## src/rtl/pmc_pkg.sv

```systemverilog
package pmc_pkg;
   typedef enum logic [1:0] {
      PM_FULL = 2'b00,
      PM_AUTO = 2'b01,
      PM_DOWN = 2'b10
   } pm_mode_e;

   // register addresses
   localparam int unsigned ADDR_CTL  = 0;
   localparam int unsigned ADDR_AUTO = 1;
   localparam int unsigned ADDR_STAT = 2;

   // control register field positions
   localparam int unsigned CTL_SWPD    = 0;
   localparam int unsigned CTL_PINLOW  = 1;
   localparam int unsigned CTL_PINHIZ  = 2;
   localparam int unsigned CTL_HIZ_LSB = 5;

   // auto register field positions
   localparam int unsigned AUTO_EN = 0;
endpackage

```

## src/rtl/pmc_sync.sv

```systemverilog
module pmc_sync #(
   parameter int unsigned STAGES = 2
) (
   input  logic clk,
   input  logic rst_n,
   input  logic d,
   output logic q
);
   if (STAGES < 2) begin : g_bad_stages
      $error("pmc_sync: STAGES must be at least 2");
   end

   logic [STAGES-1:0] chain_q;

   always_ff @(posedge clk or negedge rst_n) begin
      if (!rst_n) chain_q <= '0;
      else        chain_q <= {chain_q[STAGES-2:0], d};
   end

   assign q = chain_q[STAGES-1];
endmodule

```

## src/rtl/pmc_regs.sv

```systemverilog
module pmc_regs
   import pmc_pkg::*;
#(
   parameter int unsigned AW   = 2,
   parameter int unsigned DW   = 8,
   parameter int unsigned NGRP = 3
) (
   input  logic            clk,
   input  logic            rst_n,
   input  logic            bus_wr,
   input  logic [AW-1:0]   bus_addr,
   input  logic [DW-1:0]   bus_wdata,
   output logic [DW-1:0]   bus_rdata,
   input  pm_mode_e        cur_mode,
   output logic            sw_pd,
   output logic            pin_low,
   output logic            pin_hiz,
   output logic            auto_en,
   output logic [NGRP-1:0] force_hiz
);
   localparam int unsigned HIZ_MSB = CTL_HIZ_LSB + NGRP - 1;

   if (DW <= HIZ_MSB) begin : g_bad_dw
      $error("pmc_regs: DW too narrow for the force-hiz field");
   end
   if ((1 << AW) <= ADDR_STAT) begin : g_bad_aw
      $error("pmc_regs: AW too narrow for the register map");
   end

   logic ctl_sel, auto_sel;
   logic unused_wbits;

   assign ctl_sel      = bus_wr && (bus_addr == AW'(ADDR_CTL));
   assign auto_sel     = bus_wr && (bus_addr == AW'(ADDR_AUTO));
   assign unused_wbits = ^bus_wdata;

   always_ff @(posedge clk or negedge rst_n) begin
      if (!rst_n) begin
         sw_pd     <= 1'b0;
         pin_low   <= 1'b0;
         pin_hiz   <= 1'b0;
         force_hiz <= '0;
      end else if (ctl_sel) begin
         sw_pd     <= bus_wdata[CTL_SWPD];
         pin_low   <= bus_wdata[CTL_PINLOW];
         pin_hiz   <= bus_wdata[CTL_PINHIZ];
         force_hiz <= bus_wdata[HIZ_MSB:CTL_HIZ_LSB];
      end
   end

   always_ff @(posedge clk or negedge rst_n) begin
      if (!rst_n)        auto_en <= 1'b0;
      else if (auto_sel) auto_en <= bus_wdata[AUTO_EN];
   end

   always_comb begin
      bus_rdata = '0;
      if (bus_addr == AW'(ADDR_CTL)) begin
         bus_rdata[CTL_SWPD]              = sw_pd;
         bus_rdata[CTL_PINLOW]            = pin_low;
         bus_rdata[CTL_PINHIZ]            = pin_hiz;
         bus_rdata[HIZ_MSB:CTL_HIZ_LSB]   = force_hiz;
      end else if (bus_addr == AW'(ADDR_AUTO)) begin
         bus_rdata[AUTO_EN]               = auto_en;
      end else if (bus_addr == AW'(ADDR_STAT)) begin
         bus_rdata[1:0]                   = cur_mode;
      end
   end

   // register state only moves on a write strobe
   a_r10_hold: assert property (@(posedge clk) disable iff (!rst_n)
      !bus_wr |=> $stable({sw_pd, pin_low, pin_hiz, force_hiz, auto_en}));
endmodule

```

## src/rtl/pmc_arbiter.sv

```systemverilog
module pmc_arbiter
   import pmc_pkg::*;
(
   input  logic     clk,
   input  logic     rst_n,
   input  logic     sw_pd,
   input  logic     pin_lvl,
   input  logic     pin_low,
   input  logic     pin_hiz,
   input  logic     auto_en,
   input  logic     activity,
   output pm_mode_e mode_d,
   output pm_mode_e mode_q,
   output logic     hiz_req
);
   logic pin_on, pin_down, forced;

   assign pin_on   = pin_lvl ^ pin_low;
   assign pin_down = pin_on && !pin_hiz;
   assign hiz_req  = pin_on && pin_hiz;
   assign forced   = sw_pd || pin_down;

   always_comb begin
      if (forced)                     mode_d = PM_DOWN;
      else if (auto_en && !activity)  mode_d = PM_AUTO;
      else                            mode_d = PM_FULL;
   end

   always_ff @(posedge clk or negedge rst_n) begin
      if (!rst_n) mode_q <= PM_FULL;
      else        mode_q <= mode_d;
   end

   a_r1_legal: assert property (@(posedge clk) disable iff (!rst_n)
      mode_q != 2'b11);
   a_r2_swpd: assert property (@(posedge clk) disable iff (!rst_n)
      sw_pd |=> mode_q == PM_DOWN);
   a_r3_pin_down: assert property (@(posedge clk) disable iff (!rst_n)
      (pin_on && !pin_hiz) |=> mode_q == PM_DOWN);
   a_r5_auto: assert property (@(posedge clk) disable iff (!rst_n)
      (!sw_pd && !pin_down && auto_en && !activity) |=> mode_q == PM_AUTO);
   a_r6_wake: assert property (@(posedge clk) disable iff (!rst_n)
      (!sw_pd && !pin_down && activity) |=> mode_q == PM_FULL);
endmodule

```

## src/rtl/pmc_outputs.sv

```systemverilog
module pmc_outputs
   import pmc_pkg::*;
#(
   parameter int unsigned NDOM  = 8,
   parameter int unsigned NKEEP = 3,
   parameter int unsigned NGRP  = 3
) (
   input  logic            clk,
   input  logic            rst_n,
   input  pm_mode_e        mode_d,
   input  pm_mode_e        mode_q,
   input  logic            hiz_req,
   input  logic [NGRP-1:0] force_hiz,
   output logic [NDOM-1:0] dom_en,
   output logic [NGRP-1:0] out_oe
);
   if (NKEEP == 0 || NKEEP >= NDOM) begin : g_bad_keep
      $error("pmc_outputs: NKEEP must be in 1..NDOM-1");
   end

   logic full_q;
   assign full_q = (mode_q == PM_FULL);

   for (genvar i = 0; i < NDOM; i++) begin : g_dom
      if (i < NKEEP) begin : g_keep
         assign dom_en[i] = 1'b1;
      end else begin : g_gated
         assign dom_en[i] = full_q;
      end
   end

   for (genvar g = 0; g < NGRP; g++) begin : g_oe
      always_ff @(posedge clk or negedge rst_n) begin
         if (!rst_n) out_oe[g] <= 1'b1;
         else        out_oe[g] <= (mode_d == PM_FULL) && !force_hiz[g] && !hiz_req;
      end
   end

   a_r8_oe_off: assert property (@(posedge clk) disable iff (!rst_n)
      (mode_q != PM_FULL) |-> (out_oe == '0));
   a_r7_full_dom: assert property (@(posedge clk) disable iff (!rst_n)
      full_q |-> (&dom_en));
endmodule

```

## src/rtl/pwr_mode_ctrl.sv

```systemverilog
module pwr_mode_ctrl
   import pmc_pkg::*;
#(
   parameter int unsigned AW      = 2,
   parameter int unsigned DW      = 8,
   parameter int unsigned NGRP    = 3,
   parameter int unsigned NDOM    = 8,
   parameter int unsigned NKEEP   = 3,
   parameter int unsigned SYNC_FF = 2
) (
   input  logic            clk,
   input  logic            rst_n,
   input  logic            bus_wr,
   input  logic [AW-1:0]   bus_addr,
   input  logic [DW-1:0]   bus_wdata,
   output logic [DW-1:0]   bus_rdata,
   input  logic            pd_pin,
   input  logic            activity,
   output logic [NDOM-1:0] dom_en,
   output logic [NGRP-1:0] out_oe,
   output logic [1:0]      mode
);
   logic            sw_pd, pin_low, pin_hiz, auto_en, pin_lvl, hiz_req;
   logic [NGRP-1:0] force_hiz;
   pm_mode_e        mode_d, mode_q;

   pmc_sync #(.STAGES(SYNC_FF)) u_sync (
      .clk(clk), .rst_n(rst_n), .d(pd_pin), .q(pin_lvl));

   pmc_regs #(.AW(AW), .DW(DW), .NGRP(NGRP)) u_regs (
      .clk(clk), .rst_n(rst_n), .bus_wr(bus_wr), .bus_addr(bus_addr),
      .bus_wdata(bus_wdata), .bus_rdata(bus_rdata), .cur_mode(mode_q),
      .sw_pd(sw_pd), .pin_low(pin_low), .pin_hiz(pin_hiz),
      .auto_en(auto_en), .force_hiz(force_hiz));

   pmc_arbiter u_arb (
      .clk(clk), .rst_n(rst_n), .sw_pd(sw_pd), .pin_lvl(pin_lvl),
      .pin_low(pin_low), .pin_hiz(pin_hiz), .auto_en(auto_en),
      .activity(activity), .mode_d(mode_d), .mode_q(mode_q),
      .hiz_req(hiz_req));

   pmc_outputs #(.NDOM(NDOM), .NKEEP(NKEEP), .NGRP(NGRP)) u_out (
      .clk(clk), .rst_n(rst_n), .mode_d(mode_d), .mode_q(mode_q),
      .hiz_req(hiz_req), .force_hiz(force_hiz), .dom_en(dom_en),
      .out_oe(out_oe));

   assign mode = mode_q;

   // a pin hiz request blocks all output drivers on the next edge
   a_r4_pin_hiz: assert property (@(posedge clk) disable iff (!rst_n)
      hiz_req |=> (out_oe == '0));
endmodule

```

## config.mk

```make
export PLATFORM = sky130hd
export DESIGN_NAME = pwr_mode_ctrl
export DESIGN_NICKNAME = d
export VERILOG_FILES = /design/src/rtl/pmc_pkg.sv /design/src/rtl/pmc_sync.sv /design/src/rtl/pmc_regs.sv /design/src/rtl/pmc_arbiter.sv /design/src/rtl/pmc_outputs.sv /design/src/rtl/pwr_mode_ctrl.sv
export SDC_FILE = /design/constraint.sdc
export NUM_CORES = 1
export LEC_CHECK = 0
export BUFFER_PORTS_ARGS = -buffer_cell sky130_fd_sc_hd__buf_2
export CORE_AREA = 4 4 46 48
export CTS_CLUSTER_SIZE = 28
export DETAILED_ROUTE_END_ITERATION = 10
export DIE_AREA = 0 0 50 52
export GPL_TIMING_DRIVEN = 0
export MAX_ROUTING_LAYER = met4
export PLACE_DENSITY = 0.71
export SETUP_SLACK_MARGIN = 0.2
export SLEW_MARGIN = 5
export SYNTH_ARGS = -nofsm -noshare
export SYNTH_HDL_FRONTEND = slang
export SYNTH_SLANG_ARGS = --single-unit
```

## constraint.sdc

```tcl
create_clock -name clk -period 1.7 [get_ports clk]
set_clock_uncertainty 0.2 [all_clocks]
set_input_delay 0.085 -clock clk [delete_from_list [all_inputs] [get_ports clk]]
set_output_delay 0.085 -clock clk [all_outputs]
set_load 0.05 [all_outputs]
```

; ---- Word level (Yosys, flattened, before mapping)
; Index checks and enable logic that the tools add are counted.
[word_totals]
regBits = 14
[classes]
eq_ne = 2
n_bitwise = 1
mux = 8
n_reduce_logical = 21
[ops]
columns = operator, count
row1 = 1-bit logical AND, 11
row2 = 1-bit zero test, 6
row3 = 2-bit zero test, 3
row4 = 2-bit two-way mux, 3
row5 = 1-bit two-way mux, 4
row6 = 3-bit two-way mux, 1
row7 = 2-bit by 1-bit equality test with 1-bit output (second input constant), 1
row8 = 2-bit equality test (second input constant), 1
row9 = 1-bit logical OR, 1
row10 = 1-bit bitwise XOR, 1

; ---- Depth between registers and ports, before layout
[depth]
depth_word = 7
mapped_depth = 3
depth_no_buf = 2

; ---- Modules after synthesis
; Synthesis repeated with hierarchy kept, for this count alone.
[unflattened]
hier_cells = 56
hier_area_um2 = 684.4
[modules_own_cells]
columns = module, seq_area_each_um2, cells_each, n_inst, area_each_um2
row1 = pmc_regs, 175.2, 29, 1, 364.1
row2 = pmc_outputs, 78.8, 16, 1, 165.2
row3 = pmc_arbiter, 50.0, 9, 1, 105.1
row4 = pmc_sync, 50.0, 2, 1, 50.0

; ---- Worst setup path after synthesis
; Ideal clock, no wire load.
[synth_timing]
path_type = reg2out
start = register u_arb.mode_q[0]
end = output port bus_rdata[0]
n_path_buf = 0
required_ns = 1.415
arrival_ns = 1.862
stages_incl_launch_ff = 3
path_slack_ns = -0.447
cell_sequence = dfrtp_1 -> mux2i_1 -> o21ai_0
[synth_between]
elab_chain_len = 3
[synth_lines]
columns = element, line
row1 = from (decl), pmc_arbiter.sv:13  ; output pm_mode_e mode_q,
row2 = from (signal assigned), pmc_arbiter.sv:31  ; else mode_q <= mode_d;
row3 = 2-bit two-way mux, pmc_regs.sv:65  ; end else if (bus_addr == AW'(ADDR_STAT)) begin
row4 = 1-bit two-way mux, pmc_regs.sv:63  ; end else if (bus_addr == AW'(ADDR_AUTO)) begin
row5 = 2-bit two-way mux, pmc_regs.sv:58  ; if (bus_addr == AW'(ADDR_CTL)) begin
row6 = to (decl), pwr_mode_ctrl.sv:16  ; output logic [DW-1:0] bus_rdata,
; No other way between the ends.

; ---- Worst setup path after layout
[layout_timing]
start = register u_arb.mode_q[0]
end = output port dom_en[4]
[layout_between]
elab_chain_len = 1
[layout_lines]
columns = element, line
row1 = 2-bit zero test, pmc_outputs.sv:22  ; assign full_q = (mode_q == PM_FULL);
row2 = to (decl), pwr_mode_ctrl.sv:19  ; output logic [NDOM-1:0] dom_en,
; No other way between the ends.

==> results.txt <==
----------------------------------------------------
[Status]
  Result of the run ... finished, final reports clean

[Finish]
  Final Util ... between 60% and 70%
  ANT cells ... 0
  Area growth, synth to finish ... 55.5%
  Footprint of the multi-input gates ... between 200 and 300 um^2
  Share of post-route cells with drive strength above 1 ... 59.4%
  Net count reported at finish ... 117
  Non-Filler Cell Area, Final ... 1050 um^2
  Fill cells ... 154
  Seq. cell area ... 355 um^2

[Place]
  Cell area after placement ... 866 um^2
  Final weighted congestion in routability-driven placement ... around 0.72
  Detailed placement HPWL ... 1040 um
  IO Port Bufs ... 26

[Setup path]
  Number of cell instances on the worst register-to-register path ... 2
  Source of the critical timing path ... u_arb.mode_q[0]$_DFF_PN0_
  Nature of the critical path startpoint ... flip-flop
  Peak fanout along the critical path ... 5
  Required time worst endpoint ... 1410 ps
  Setup slack of the worst register-to-register path ... 280 ps
  Cells along the critical path ... nor2_4 -> buf_4 -> buf_4
  Critical path capture point ... dom_en[4]
  Launching point of the worst reg2reg path ... u_regs.pin_low$_DFFE_PN0P_
  Critical setup path kind ... reg -> out
  Most repeated library cell on the critical path ... sky130_fd_sc_hd__buf_4
  Crit path max-delay cell type ... sky130_fd_sc_hd__dfrtp_1
  Crit path depth ... 3
  Crit path arrival time ... 1170 ps
  Crit-path leading delay family ... flip-flops
  CP peak stage delay ... 430 ps
  Endpoint of the worst-slack reg-to-reg timing path ... u_arb.mode_q[0]$_DFF_PN0_
  Critical path buffers and inverters ... 2
  Type of destination of the critical path ... primary output

[Synthesis]
  Post-synthesis cell type with the largest combined area ... sky130_fd_sc_hd__dfrtp_1
  Register area share after synthesis ... 52.3%
  Most used flip-flop cell after synthesis ... sky130_fd_sc_hd__dfrtp_1
  Leading cell type by number of instances after synthesis ... sky130_fd_sc_hd__dfrtp_1
  Mean instance size in the synthesized netlist ... ~12 um^2
  Synth cell count leaders ... 11 x sky130_fd_sc_hd__dfrtp_1, 10 x sky130_fd_sc_hd__buf_4, 7 x sky130_fd_sc_hd__mux2_2
  Number of synthesized flops with an enable pin ... 0
  Flip-flop and latch count after synthesis ... 14
  Cell count after synthesis ... 57
  Warning count from the yosys run ... 0
  Yosys top cell area share ... 40.7%
  Share of synthesized registers carrying an async set or reset ... 100%
  Netlist cell types ... 20
  Cell types with the largest area share after synthesis ... sky130_fd_sc_hd__dfrtp_1 41%, sky130_fd_sc_hd__dfstp_2 12%, sky130_fd_sc_hd__mux2_2 12%
  Post-synthesis cell area ... between 600 and 700 um^2

[Die]
  I/O pin total ... 36
  Die Span Y ... 52 um
  Core box area ... 1710 um^2
  Starting utilization of the core area ... 39.6%
  Row count ... 15
  Die outline area ... between 2000 and 3000 um^2
  X dimension of the die ... 50 um

[STA]
  Crit share post-route ... between 80% and 90%
  Final setup TNS ... 0 ps
  Fmax ... slightly below 700 MHz
  Max-slew violation count ... 0
  Setup repair after global routing missed its margin ... yes
  Number of hold violations in the final report ... 0
  Time the worst path needs with I/O delays and setup ... 1460 ps
  Final setup violation count ... 0

[Worst hold path]
  Worst hold-check path type ... in -> async

[Power and ir drop]
  Leakage component of the power ... between 0.5 and 0.6 nW
  Total power ... 1.25 mW
  Pwr/cell area ... 1190 nW/um^2
  Max IR drop VDD ... roughly 0.64 mV

[Route]
  Count of TritonRoute iterations in the first routing pass ... 2
  Via count ... 551
  Number of DRC violations after detailed routing ... 0
  Via density per instance ... roughly 4.4
  Final ANT Viol Nets ... 0
  Number of design-rule violations left by the first detailed-router iteration ... 4
  Drt wl/cell ... 11.1 um
  Total Wirelength ... around 1400 um

[Global route]
  GR met2 Demand/Resource ... 22.4%
  Antenna violations before repair ... 0
  Overflow after GRT ... 0
  Total routing resource utilization after global routing ... 12.8%
  Met1 track utilization from global routing ... 13.2%
  Wire length of the first global-routing pass ... 2480 um
  Met3 track utilization from global routing ... a little under 5%
  Maximum number of pins on one net before global-route repair ... 15
  Number of global-route vias before repair ... a little under 600
  Routing layer with the top usage in global route ... met2

[Clock tree]
  Clock transition time at the flip-flop clock pins of the worst setup and hold paths ... about 90 ps
  Clock tree from TritonCTS ... built
  Number of sinks on the clock net ... 14
  Clock Root Buffer ... sky130_fd_sc_hd__clkbuf_4
  Number of buffers between clock root and the deepest sink ... 2
  Number of H-tree branching levels ... 1
  Number of buffers inserted during clock tree synthesis ... 3
  Later-pin clock latency in the skew report ... ~270 ps

[Job]
  Max-capacitance violation count ... 0

----------------------------------------------------
[cell families (layout without fill, tap and decap cells)]
family                    Yosys count  in the layout  share of synthesized area [%]
buffers and inverters              14             55                           13.7
DFF                                14             14                           52.3
and+or+nand+nor                    14             14                           13.9
other                               2              5                           1.11
muxes                               9              9                           14.6
xor gates and xnor gates            1              1                           1.29
AOI/OAI and AO/OA                   3              3                           3.14
[flip-flops by register name (all words and copies together), names as in the netlist]
register          flops
u_regs.auto_en        1
u_regs.sw_pd          1
u_arb.mode_q          2
u_regs.force_hiz      3
u_sync.chain_q        2
u_regs.pin_low        1
u_out.out_oe          3
u_regs.pin_hiz        1
[area by class of cell]
| cell class | count | share of cell area [%] |
|---|---|---|
| inverter | 2 | 0.713 |
| clock buffer | 4 | 3.45 |
| tap | 25 | 2.97 |
| multi-input combinational | 32 | 25.6 |
| timing repair buffer | 37 | 25.4 |
| buffer | 12 | 8.09 |
| sequential | 14 | 33.8 |
[power by group]
group | switching, mW | internal (mW) | leakage (nW)
clock | 0.103 | 0.130 | 0.0210
sequential | 0.0455 | 0.394 | 0.161
combinational | 0.367 | 0.213 | 0.336
[routing by layer]
metal / vias to the layer above / share of wire, % / wire length, um
li1: 267 / - / -
met1: 259 / 41 / 578
met2: 23 / 50 / 703
met3: 2 / 7.8 / 109
met4: 0 / 0.36 / 5
met5: - / 0 / 0
[worst min path at each step]
| stage | from | slack, ps | end | depth (start not counted) |
|---|---|---|---|---|
| floorplan | rst_n | -410 | u_arb.mode_q[0]$_DFF_PN0_ | 0 |
| global placement | rst_n | -210 | u_regs.force_hiz[2]$_DFFE_PN0P_ | 1 |
| detailed placement | rst_n | -210 | u_regs.force_hiz[0]$_DFFE_PN0P_ | 1 |
| CTS | rst_n | 20 | u_regs.force_hiz[0]$_DFFE_PN0P_ | 2 |
| global route | rst_n | 40 | u_regs.force_hiz[2]$_DFFE_PN0P_ | 2 |
| finish | rst_n | 10 | u_regs.force_hiz[0]$_DFFE_PN0P_ | 2 |
[layout by cell type (no fill, tap or decap), drive strengths merged, types with 2 or more instances in the layout]
master       count
dlygate4sd3     10
nor2             3
and2             3
conb             5
mux2             7
inv              2
nand3b           2
clkbuf           5
nor4             3
dfstp            3
dfrtp           11
buf             38
mux2i            2
[metrics by stage]
step | hold WS (ps) | worst slack, ps | std cells
after global routing | 42.4 | 177 | 126
after detailed placement | -207 | 306 | 111
final | 14.7 | 240 | 126
after global placement | -215 | 339 | 111
after CTS | 18.0 | 211 | 125
after floorplan | -411 | 161 | 60
[repair_timing]
item,4_1_cts,5_1_grt
gates resized for setup,8,6
endpoints found under the hold margin,26,0
endpoints found under the setup margin,6,13
hold buffers,10,0
buffers inserted,0,1
pin swaps,0,0
Note: power is estimated with default switching activity, not from simulation.
